## src/rtl/tlb_pkg.sv

```systemverilog
package tlb_pkg;

  typedef enum logic [1:0] {
    ACC_READ  = 2'b00,
    ACC_WRITE = 2'b01,
    ACC_EXEC  = 2'b10,
    ACC_RSVD  = 2'b11
  } acc_e;

  typedef struct packed {
    logic wr;
    logic ex;
  } perm_t;

  // Read (and the spare code) is always allowed; write and execute need their bit.
  function automatic logic perm_allows(perm_t p, logic [1:0] acc);
    case (acc)
      ACC_WRITE: return p.wr;
      ACC_EXEC:  return p.ex;
      default:   return 1'b1;
    endcase
  endfunction

endpackage

```

## src/rtl/tlb_match.sv

```systemverilog
module tlb_match #(
  parameter int N      = 16,
  parameter int VPN_W  = 20,
  parameter int ID_W   = 8,
  localparam int IDX_W = (N > 1) ? $clog2(N) : 1
) (
  input  logic [N-1:0]            ent_valid,
  input  logic [N-1:0][VPN_W-1:0] ent_vpn,
  input  logic [N-1:0][ID_W-1:0]  ent_id,
  input  logic [VPN_W-1:0]        key_vpn,
  input  logic [ID_W-1:0]         key_id,
  output logic [N-1:0]            hit_vec,
  output logic                    any_hit,
  output logic [IDX_W-1:0]        hit_idx
);

  // One comparator per slot, all working in parallel.
  for (genvar gi = 0; gi < N; gi++) begin : g_cmp
    assign hit_vec[gi] = ent_valid[gi] && (ent_vpn[gi] == key_vpn) && (ent_id[gi] == key_id);
  end

  assign any_hit = |hit_vec;

  // Encode the matching slot; at most one bit is set because fills never duplicate.
  always_comb begin
    hit_idx = '0;
    for (int i = 0; i < N; i++) begin
      if (hit_vec[i]) hit_idx = hit_idx | IDX_W'(i);
    end
  end

endmodule

```

## src/rtl/tlb_victim.sv

```systemverilog
module tlb_victim #(
  parameter int N      = 16,
  localparam int IDX_W = (N > 1) ? $clog2(N) : 1
) (
  input  logic [N-1:0]     ent_valid,
  input  logic [N-1:0]     ent_wired,
  input  logic [IDX_W-1:0] rr_ptr,
  output logic             free_found,
  output logic [IDX_W-1:0] free_idx,
  output logic             evict_found,
  output logic [IDX_W-1:0] evict_idx
);

  // Lowest-indexed empty slot.
  always_comb begin
    free_found = 1'b0;
    free_idx   = '0;
    for (int i = 0; i < N; i++) begin
      if (!free_found && !ent_valid[i]) begin
        free_found = 1'b1;
        free_idx   = IDX_W'(i);
      end
    end
  end

  // First non-wired slot at or above the pointer, wrapping around.
  always_comb begin
    int j;
    evict_found = 1'b0;
    evict_idx   = '0;
    for (int k = 0; k < N; k++) begin
      j = int'(rr_ptr) + k;
      if (j >= N) j = j - N;
      if (!evict_found && !ent_wired[j]) begin
        evict_found = 1'b1;
        evict_idx   = IDX_W'(j);
      end
    end
  end

endmodule

```

## src/rtl/tlb_store.sv

```systemverilog
module tlb_store
  import tlb_pkg::*;
#(
  parameter int N      = 16,
  parameter int VPN_W  = 20,
  parameter int ID_W   = 8,
  parameter int PFN_W  = 20,
  localparam int IDX_W = (N > 1) ? $clog2(N) : 1
) (
  input  logic                    clk,
  input  logic                    rst_n,
  input  logic                    wr_en,
  input  logic [IDX_W-1:0]        wr_idx,
  input  logic [VPN_W-1:0]        wr_vpn,
  input  logic [ID_W-1:0]         wr_id,
  input  logic [PFN_W-1:0]        wr_pfn,
  input  perm_t                   wr_perm,
  input  logic                    wr_wired,
  input  logic [N-1:0]            clr_mask,
  input  logic                    rr_adv,
  input  logic [IDX_W-1:0]        rr_next,
  output logic [N-1:0]            ent_valid,
  output logic [N-1:0]            ent_wired,
  output logic [N-1:0][VPN_W-1:0] ent_vpn,
  output logic [N-1:0][ID_W-1:0]  ent_id,
  output logic [N-1:0][PFN_W-1:0] ent_pfn,
  output perm_t [N-1:0]           ent_perm,
  output logic [IDX_W-1:0]        rr_ptr
);

  logic [N-1:0]     valid_q, valid_d;
  logic [N-1:0]     wired_q, wired_d;
  logic [IDX_W-1:0] rr_q, rr_d;

  logic [N-1:0][VPN_W-1:0] vpn_q;
  logic [N-1:0][ID_W-1:0]  id_q;
  logic [N-1:0][PFN_W-1:0] pfn_q;
  perm_t [N-1:0]           perm_q;

  // Control state: next-state logic.
  always_comb begin
    valid_d = valid_q & ~clr_mask;
    wired_d = wired_q;
    if (wr_en) begin
      valid_d[wr_idx] = 1'b1;
      wired_d[wr_idx] = wr_wired;
    end
    rr_d = rr_adv ? rr_next : rr_q;
  end

  // Control state: registers.
  always_ff @(posedge clk or negedge rst_n) begin
    if (!rst_n) begin
      valid_q <= '0;
      wired_q <= '0;
      rr_q    <= '0;
    end else begin
      valid_q <= valid_d;
      wired_q <= wired_d;
      rr_q    <= rr_d;
    end
  end

  // Payload: written only on a fill and never reset.
  always_ff @(posedge clk) begin
    if (wr_en) begin
      vpn_q[wr_idx]  <= wr_vpn;
      id_q[wr_idx]   <= wr_id;
      pfn_q[wr_idx]  <= wr_pfn;
      perm_q[wr_idx] <= wr_perm;
    end
  end

  assign ent_valid = valid_q;
  assign ent_wired = wired_q;
  assign ent_vpn   = vpn_q;
  assign ent_id    = id_q;
  assign ent_pfn   = pfn_q;
  assign ent_perm  = perm_q;
  assign rr_ptr    = rr_q;

  AST_WIRED_STICKY: assert property (@(posedge clk) disable iff (!rst_n)
    (($past(valid_q & wired_q) & ~valid_q) == '0));

  AST_RR_STILL: assert property (@(posedge clk) disable iff (!rst_n)
    !rr_adv |=> $stable(rr_q));

endmodule

```

## src/rtl/asid_tlb.sv

```systemverilog
module asid_tlb
  import tlb_pkg::*;
#(
  parameter int N     = 16,
  parameter int VPN_W = 20,
  parameter int ID_W  = 8,
  parameter int PFN_W = 20
) (
  input  logic             clk,
  input  logic             rst_n,
  input  logic             lk_valid,
  input  logic [VPN_W-1:0] lk_vpn,
  input  logic [ID_W-1:0]  lk_id,
  input  logic [1:0]       lk_acc,
  output logic             res_valid,
  output logic             res_hit,
  output logic             res_miss,
  output logic             res_fault,
  output logic [PFN_W-1:0] res_pfn,
  input  logic             fill_valid,
  input  logic [VPN_W-1:0] fill_vpn,
  input  logic [ID_W-1:0]  fill_id,
  input  logic [PFN_W-1:0] fill_pfn,
  input  logic             fill_wr,
  input  logic             fill_ex,
  input  logic             fill_wired,
  output logic             fill_err,
  input  logic             flush_all,
  input  logic             flush_id_en,
  input  logic [ID_W-1:0]  flush_id
);

  localparam int IDX_W = (N > 1) ? $clog2(N) : 1;

  logic [N-1:0]            ent_valid, ent_wired;
  logic [N-1:0][VPN_W-1:0] ent_vpn;
  logic [N-1:0][ID_W-1:0]  ent_id;
  logic [N-1:0][PFN_W-1:0] ent_pfn;
  perm_t [N-1:0]           ent_perm;
  logic [IDX_W-1:0]        rr_ptr;

  // ---------------- lookup path ----------------
  logic [N-1:0]     lk_hit_vec;
  logic             lk_any;
  logic [IDX_W-1:0] lk_idx;

  tlb_match #(.N(N), .VPN_W(VPN_W), .ID_W(ID_W)) u_lk_match (
    .ent_valid (ent_valid),
    .ent_vpn   (ent_vpn),
    .ent_id    (ent_id),
    .key_vpn   (lk_vpn),
    .key_id    (lk_id),
    .hit_vec   (lk_hit_vec),
    .any_hit   (lk_any),
    .hit_idx   (lk_idx)
  );

  logic             lk_ok;
  logic             res_valid_d, res_hit_d, res_miss_d, res_fault_d;
  logic [PFN_W-1:0] res_pfn_d;

  always_comb begin
    lk_ok       = perm_allows(ent_perm[lk_idx], lk_acc);
    res_valid_d = lk_valid;
    res_hit_d   = lk_valid && lk_any && lk_ok;
    res_fault_d = lk_valid && lk_any && !lk_ok;
    res_miss_d  = lk_valid && !lk_any;
    res_pfn_d   = (lk_valid && lk_any) ? ent_pfn[lk_idx] : '0;
  end

  // ---------------- fill path ----------------
  logic [N-1:0]     fl_hit_vec;
  logic             fl_any;
  logic [IDX_W-1:0] fl_idx;

  tlb_match #(.N(N), .VPN_W(VPN_W), .ID_W(ID_W)) u_fill_match (
    .ent_valid (ent_valid),
    .ent_vpn   (ent_vpn),
    .ent_id    (ent_id),
    .key_vpn   (fill_vpn),
    .key_id    (fill_id),
    .hit_vec   (fl_hit_vec),
    .any_hit   (fl_any),
    .hit_idx   (fl_idx)
  );

  logic             free_found, evict_found;
  logic [IDX_W-1:0] free_idx, evict_idx;

  tlb_victim #(.N(N)) u_victim (
    .ent_valid   (ent_valid),
    .ent_wired   (ent_wired),
    .rr_ptr      (rr_ptr),
    .free_found  (free_found),
    .free_idx    (free_idx),
    .evict_found (evict_found),
    .evict_idx   (evict_idx)
  );

  logic             flush_act, fill_go;
  logic             wr_en, rr_adv, fill_err_d;
  logic [IDX_W-1:0] wr_idx, rr_next;
  logic [N-1:0]     clr_mask;

  always_comb begin
    flush_act  = flush_all || flush_id_en;
    fill_go    = fill_valid && !flush_act;
    wr_en      = 1'b0;
    wr_idx     = '0;
    rr_adv     = 1'b0;
    fill_err_d = 1'b0;
    rr_next    = (int'(evict_idx) == N - 1) ? '0 : evict_idx + 1'b1;
    if (fill_go) begin
      if (fl_any) begin
        wr_en  = 1'b1;
        wr_idx = fl_idx;
      end else if (free_found) begin
        wr_en  = 1'b1;
        wr_idx = free_idx;
      end else if (evict_found) begin
        wr_en  = 1'b1;
        wr_idx = evict_idx;
        rr_adv = 1'b1;
      end else begin
        fill_err_d = 1'b1;
      end
    end
  end

  for (genvar gi = 0; gi < N; gi++) begin : g_clr
    assign clr_mask[gi] = !ent_wired[gi] &&
                          (flush_all || (flush_id_en && (ent_id[gi] == flush_id)));
  end

  tlb_store #(.N(N), .VPN_W(VPN_W), .ID_W(ID_W), .PFN_W(PFN_W)) u_store (
    .clk       (clk),
    .rst_n     (rst_n),
    .wr_en     (wr_en),
    .wr_idx    (wr_idx),
    .wr_vpn    (fill_vpn),
    .wr_id     (fill_id),
    .wr_pfn    (fill_pfn),
    .wr_perm   ('{wr: fill_wr, ex: fill_ex}),
    .wr_wired  (fill_wired),
    .clr_mask  (clr_mask),
    .rr_adv    (rr_adv),
    .rr_next   (rr_next),
    .ent_valid (ent_valid),
    .ent_wired (ent_wired),
    .ent_vpn   (ent_vpn),
    .ent_id    (ent_id),
    .ent_pfn   (ent_pfn),
    .ent_perm  (ent_perm),
    .rr_ptr    (rr_ptr)
  );

  // ---------------- result registers ----------------
  always_ff @(posedge clk or negedge rst_n) begin
    if (!rst_n) begin
      res_valid <= 1'b0;
      res_hit   <= 1'b0;
      res_miss  <= 1'b0;
      res_fault <= 1'b0;
      res_pfn   <= '0;
      fill_err  <= 1'b0;
    end else begin
      res_valid <= res_valid_d;
      res_hit   <= res_hit_d;
      res_miss  <= res_miss_d;
      res_fault <= res_fault_d;
      res_pfn   <= res_pfn_d;
      fill_err  <= fill_err_d;
    end
  end

  AST_ONE_OUTCOME: assert property (@(posedge clk) disable iff (!rst_n)
    res_valid |-> ($countones({res_hit, res_miss, res_fault}) == 1));

  AST_LATENCY: assert property (@(posedge clk) disable iff (!rst_n)
    lk_valid |=> res_valid);

  AST_MISS_ZERO: assert property (@(posedge clk) disable iff (!rst_n)
    res_miss |-> (res_pfn == '0));

  AST_ERR_FULL_WIRED: assert property (@(posedge clk) disable iff (!rst_n)
    fill_err |-> $past(&ent_wired));

  AST_NO_DUP: assert property (@(posedge clk) disable iff (!rst_n)
    $onehot0(lk_hit_vec));

  AST_VICTIM_UNWIRED: assert property (@(posedge clk) disable iff (!rst_n)
    rr_adv |-> !ent_wired[evict_idx]);

  AST_FREE_FIRST: assert property (@(posedge clk) disable iff (!rst_n)
    (wr_en && !fl_any && !(&ent_valid)) |-> !ent_valid[wr_idx]);

  AST_FLUSH_WINS: assert property (@(posedge clk) disable iff (!rst_n)
    (fill_valid && flush_act) |=> !fill_err);

endmodule

```

## config.mk

```make
export PLATFORM = sky130hd
export DESIGN_NAME = asid_tlb
export DESIGN_NICKNAME = d
export VERILOG_FILES = /design/src/rtl/tlb_pkg.sv /design/src/rtl/tlb_match.sv /design/src/rtl/tlb_victim.sv /design/src/rtl/tlb_store.sv /design/src/rtl/asid_tlb.sv
export SDC_FILE = /design/constraint.sdc
export NUM_CORES = 2
export LEC_CHECK = 0
export BUFFER_PORTS_ARGS = -buffer_cell sky130_fd_sc_hd__buf_2
export CORE_AREA = 2 2 242 292
export DETAILED_ROUTE_END_ITERATION = 10
export DIE_AREA = 0 0 244 294
export PLACE_DENSITY = 0.8
export SLEW_MARGIN = 20
export SYNTH_ARGS = -nofsm -noshare
export SYNTH_HDL_FRONTEND = slang
export SYNTH_SLANG_ARGS = --single-unit
```

## constraint.sdc

```tcl
create_clock -name clk -period 15.4 [get_ports clk]
set_input_delay 3.08 -clock clk [delete_from_list [all_inputs] [get_ports clk]]
set_output_delay 3.08 -clock clk [all_outputs]
set_load 0.01 [all_outputs]
```

==> impl_metrics.yaml <==
routing:
  drc: 0
  vias: 32880
  drt-total-wl_um: 158700
  via_per_inst: 7.130
  post_drt_wl_per_cell_um: 34.40
  drt_iter0_drc: 3911
  first_pass_iters: 6
  final_antenna_net_count: 0
final_layout:
  fillers: 4600
  syn2layout_area_growth_pct: 8.810
  final_common_cell: "edfxtp_1"
  final_cell_mix: "edfxtp_1 (800), xnor2_1 (798), nand4_1 (243)"
  finalInstanceArea_um2: 49870
  fin_cells: 4612
  drive_gt1_share_pct: 11.83
  nNetsFinal: 3729
  final_core_util_pct: 72.17
clock_network:
  htreeDepth: 3
  cts_resized: 0
  cts.sinks: 861
  worst_skew_pair.late_latency_ns: 0.66
  clk_pin_slew_ns: 0.06
  cts-root-buf: "clkbuf_16"
  numCtsBuffers: 83
  post_cts_buffers: 0
  cts-hold-fix-buffers: 0
  cts.path.max_buffers: 3
  cts_tree: "done"
worst_hold_path:
  min_to: "u_store.ent_valid[0]"
  hp-start: "u_store.ent_valid[0]"
  hold_depth: 2
  hold_class: "register to register"
sta:
  setup_tns_ns: 0
  maxSlewHeadroom_pct: 18.23
  finalHoldViolations: 0
  fin_crit_ns: 8.491
  setup_slack_ns: 6.909
  finClkSkew_ns: 0.03567
  fmax_mhz: 117.8
  final-setup-viol-count: 0
  worst_pin_slew_ns: 1.227
  rsz0062_at_grt: "false"
  drv_slew: 0
  fin_crit_sh_pct: 55.14
critical_path:
  reg2reg_depth: 16
  slowest_stage: "buf_2"
  r2r_end: "u_store.ent_wired[9]"
  critical_path_buf_inv_count: 2
  required_ns: 15.68
  worstPathArrival_ns: 8.77
  r2r_start: "u_store.rr_ptr[1]"
  end_kind: "register"
  path_max_fanout: 32
  cp_slowest_stage_delay_ns: 0.87
  setup.worst_path.class: "input pin to register"
  rrSetupSlack_ns: 7.74
  cp-startpoint: "fill_id[2]"
  path_cells: "buf_2 -> xnor2_1 -> nand4_1 -> nor4_1 -> nand4_1 -> nand4_1 -> nor2_1 -> and3_1 -> o211ai_1 -> and3_1 -> nand3b_1 -> nor2_4 -> buf_4"
  critPathLaunchType: "input pin"
  crit_path_frequent_cell: "nand4_1"
  crit_family: "simple AND/OR/NAND/NOR gates"
logic_synthesis:
  async_flop_share_pct: 7.085
  synth.distinct_cells: 96
  avgSynthCellArea_um2: 12.82
  seq_area_frac_synth_pct: 55.75
  ys.warnings.count: 0
  synth_ff_type: "edfxtp_1"
  synth_nets: 3681
  synth.largest_area_cell: "edfxtp_1"
  synth_cells: 3576
  syn_area_um2: 45830
  ys_ff_latch: 861
  synth_top_area_share_pct: 52.42
  netlist_top_cells_area: "edfxtp_1 (52%), xnor2_1 (15%), xor2_1 (4.2%)"
  synth_edf_count: 800
global_route:
  grt_pass1_vias: 33220
  grt_pass1_wl_um: 227100
  grt_usage_pct: 44.26
  grt_max_degree: 93
  grt-ovfl-total: 0
  antenna_found_initial: 4
floorplanning:
  row_count: 106
  initial_core_util_pct: 66.33
  die_area_um2: 71740
  io_pins: 120
  dieHeight_um: 294
  core_um2: 69100
  die_w_um: 244
power_and_ir_drop:
  p_leak_nw: 16.10
  ir_drop_mv: 0.1480
  pwr_density_cell_nw_per_um2: 101.2
place:
  pre_cts_slack_ns: 6.827
  gp_congestion: 1.043
  post-dp-hpwl_um: 94510
  placed_cells: 4457
  io_buffers: 119
  placed_area_um2: 47200
flow_run:
  max_cap_viol_count: 0
run_status:
  status: "finished clean"
## logic make-up (layout without fill, tap and decap cells)
family	count (synthesis)	after routing	synth area share, %
adder cells (fa/ha/maj)	10	10	0.2730
AND/OR/NAND/NOR	823	823	10.31
AO/OA/AOI/OAI	402	402	5.976
other	0	1	0
multiplexers	204	204	5.616
flip-flops	861	861	55.75
buffers and inverters	255	372	2.517
XOR/XNOR	1021	1021	19.56
## worst max-delay path by stage
stage	end	depth (start not counted)
2_1_floorplan	u_store.ent_wired[12]	15
3_3_place_gp	u_store.ent_wired[9]	14
3_5_place_dp	u_store.ent_wired[9]	14
4_1_cts	u_store.ent_wired[12]	14
5_1_grt	u_store.ent_pfn[288]	13
6_report	u_store.ent_pfn[280]	13
## per-layer routing
layer	track usage, %	part of all wire (%)
met1	53.29	34
met2	70.39	46
met3	9.913	12
met4	32.45	8.7
met5	0	0.0057
## final cells by class
class                      count  area (um^2)  area share, %
clock buffer                 110         2258          4.529
clock inverter                44        396.6         0.7954
inverter                      28        105.1         0.2108
timing repair buffer         190         1137          2.281
antenna                        1        2.502       0.005018
sequential                   861        25550          51.23
tap                          918         1149          2.303
multi-input combinational   2460        19270          38.64
## registers in the layout (all words and copies together) (netlist names)
name and count:
res_pfn 20, u_store.ent_valid 16, u_store.ent_wired 16, u_store.ent_pfn 320, res_valid 1, res_hit 1
res_miss 1, u_store.rr_ptr 4, fill_err 1, res_fault 1, u_store.ent_perm 32, u_store.ent_vpn 320
u_store.ent_id 128
## where the power goes
group	total (W)	switching [W]	leakage [nW]	internal (W)
sequential	0.00259	0.0000170	8.04	0.00257
clock	0.00202	0.000924	1.29	0.00110
combinational	0.000441	0.000305	6.76	0.000135
## worst register-to-register path, stage by stage (launching register included)
cell      delay, ns
dfrtp_1        0.32
buf_4          0.41
inv_1          0.40
ha_1           1.11
mux4_2         0.48
mux2_2         0.36
mux2i_1        0.66
a21oi_1        0.17
nor3_1         0.17
a221oi_1       0.15
a31oi_1        0.63
o211ai_1       0.17
nand2_1        0.23
nand3_1        0.43
nor2_4         0.84
buf_4          0.58
mux2_2         0.44
## synthesized netlist by cell type (61+ instances only)
| cell | n |
|---|---|
| a211oi_1 | 167 |
| edfxtp_1 | 800 |
| nand2_1 | 127 |
| nor4_1 | 128 |
| xnor2_1 | 798 |
| mux2i_1 | 134 |
| a21oi_1 | 74 |
| dfrtp_1 | 61 |
| nand3_1 | 68 |
| clkbuf_1 | 119 |
| buf_2 | 92 |
| xor2_1 | 220 |
| nor2b_1 | 87 |
| nand4_1 | 243 |
## per-stage QoR
step                total power, W  hold WS, ns
floorplan                 0.002872       0.5313
detailed placement        0.003052       0.6297
global route              0.005138       0.6601
finish                    0.005048       0.6466
global placement          0.003046       0.6296
CTS                       0.005023       0.6367
Power figures use the tool's default switching activity.
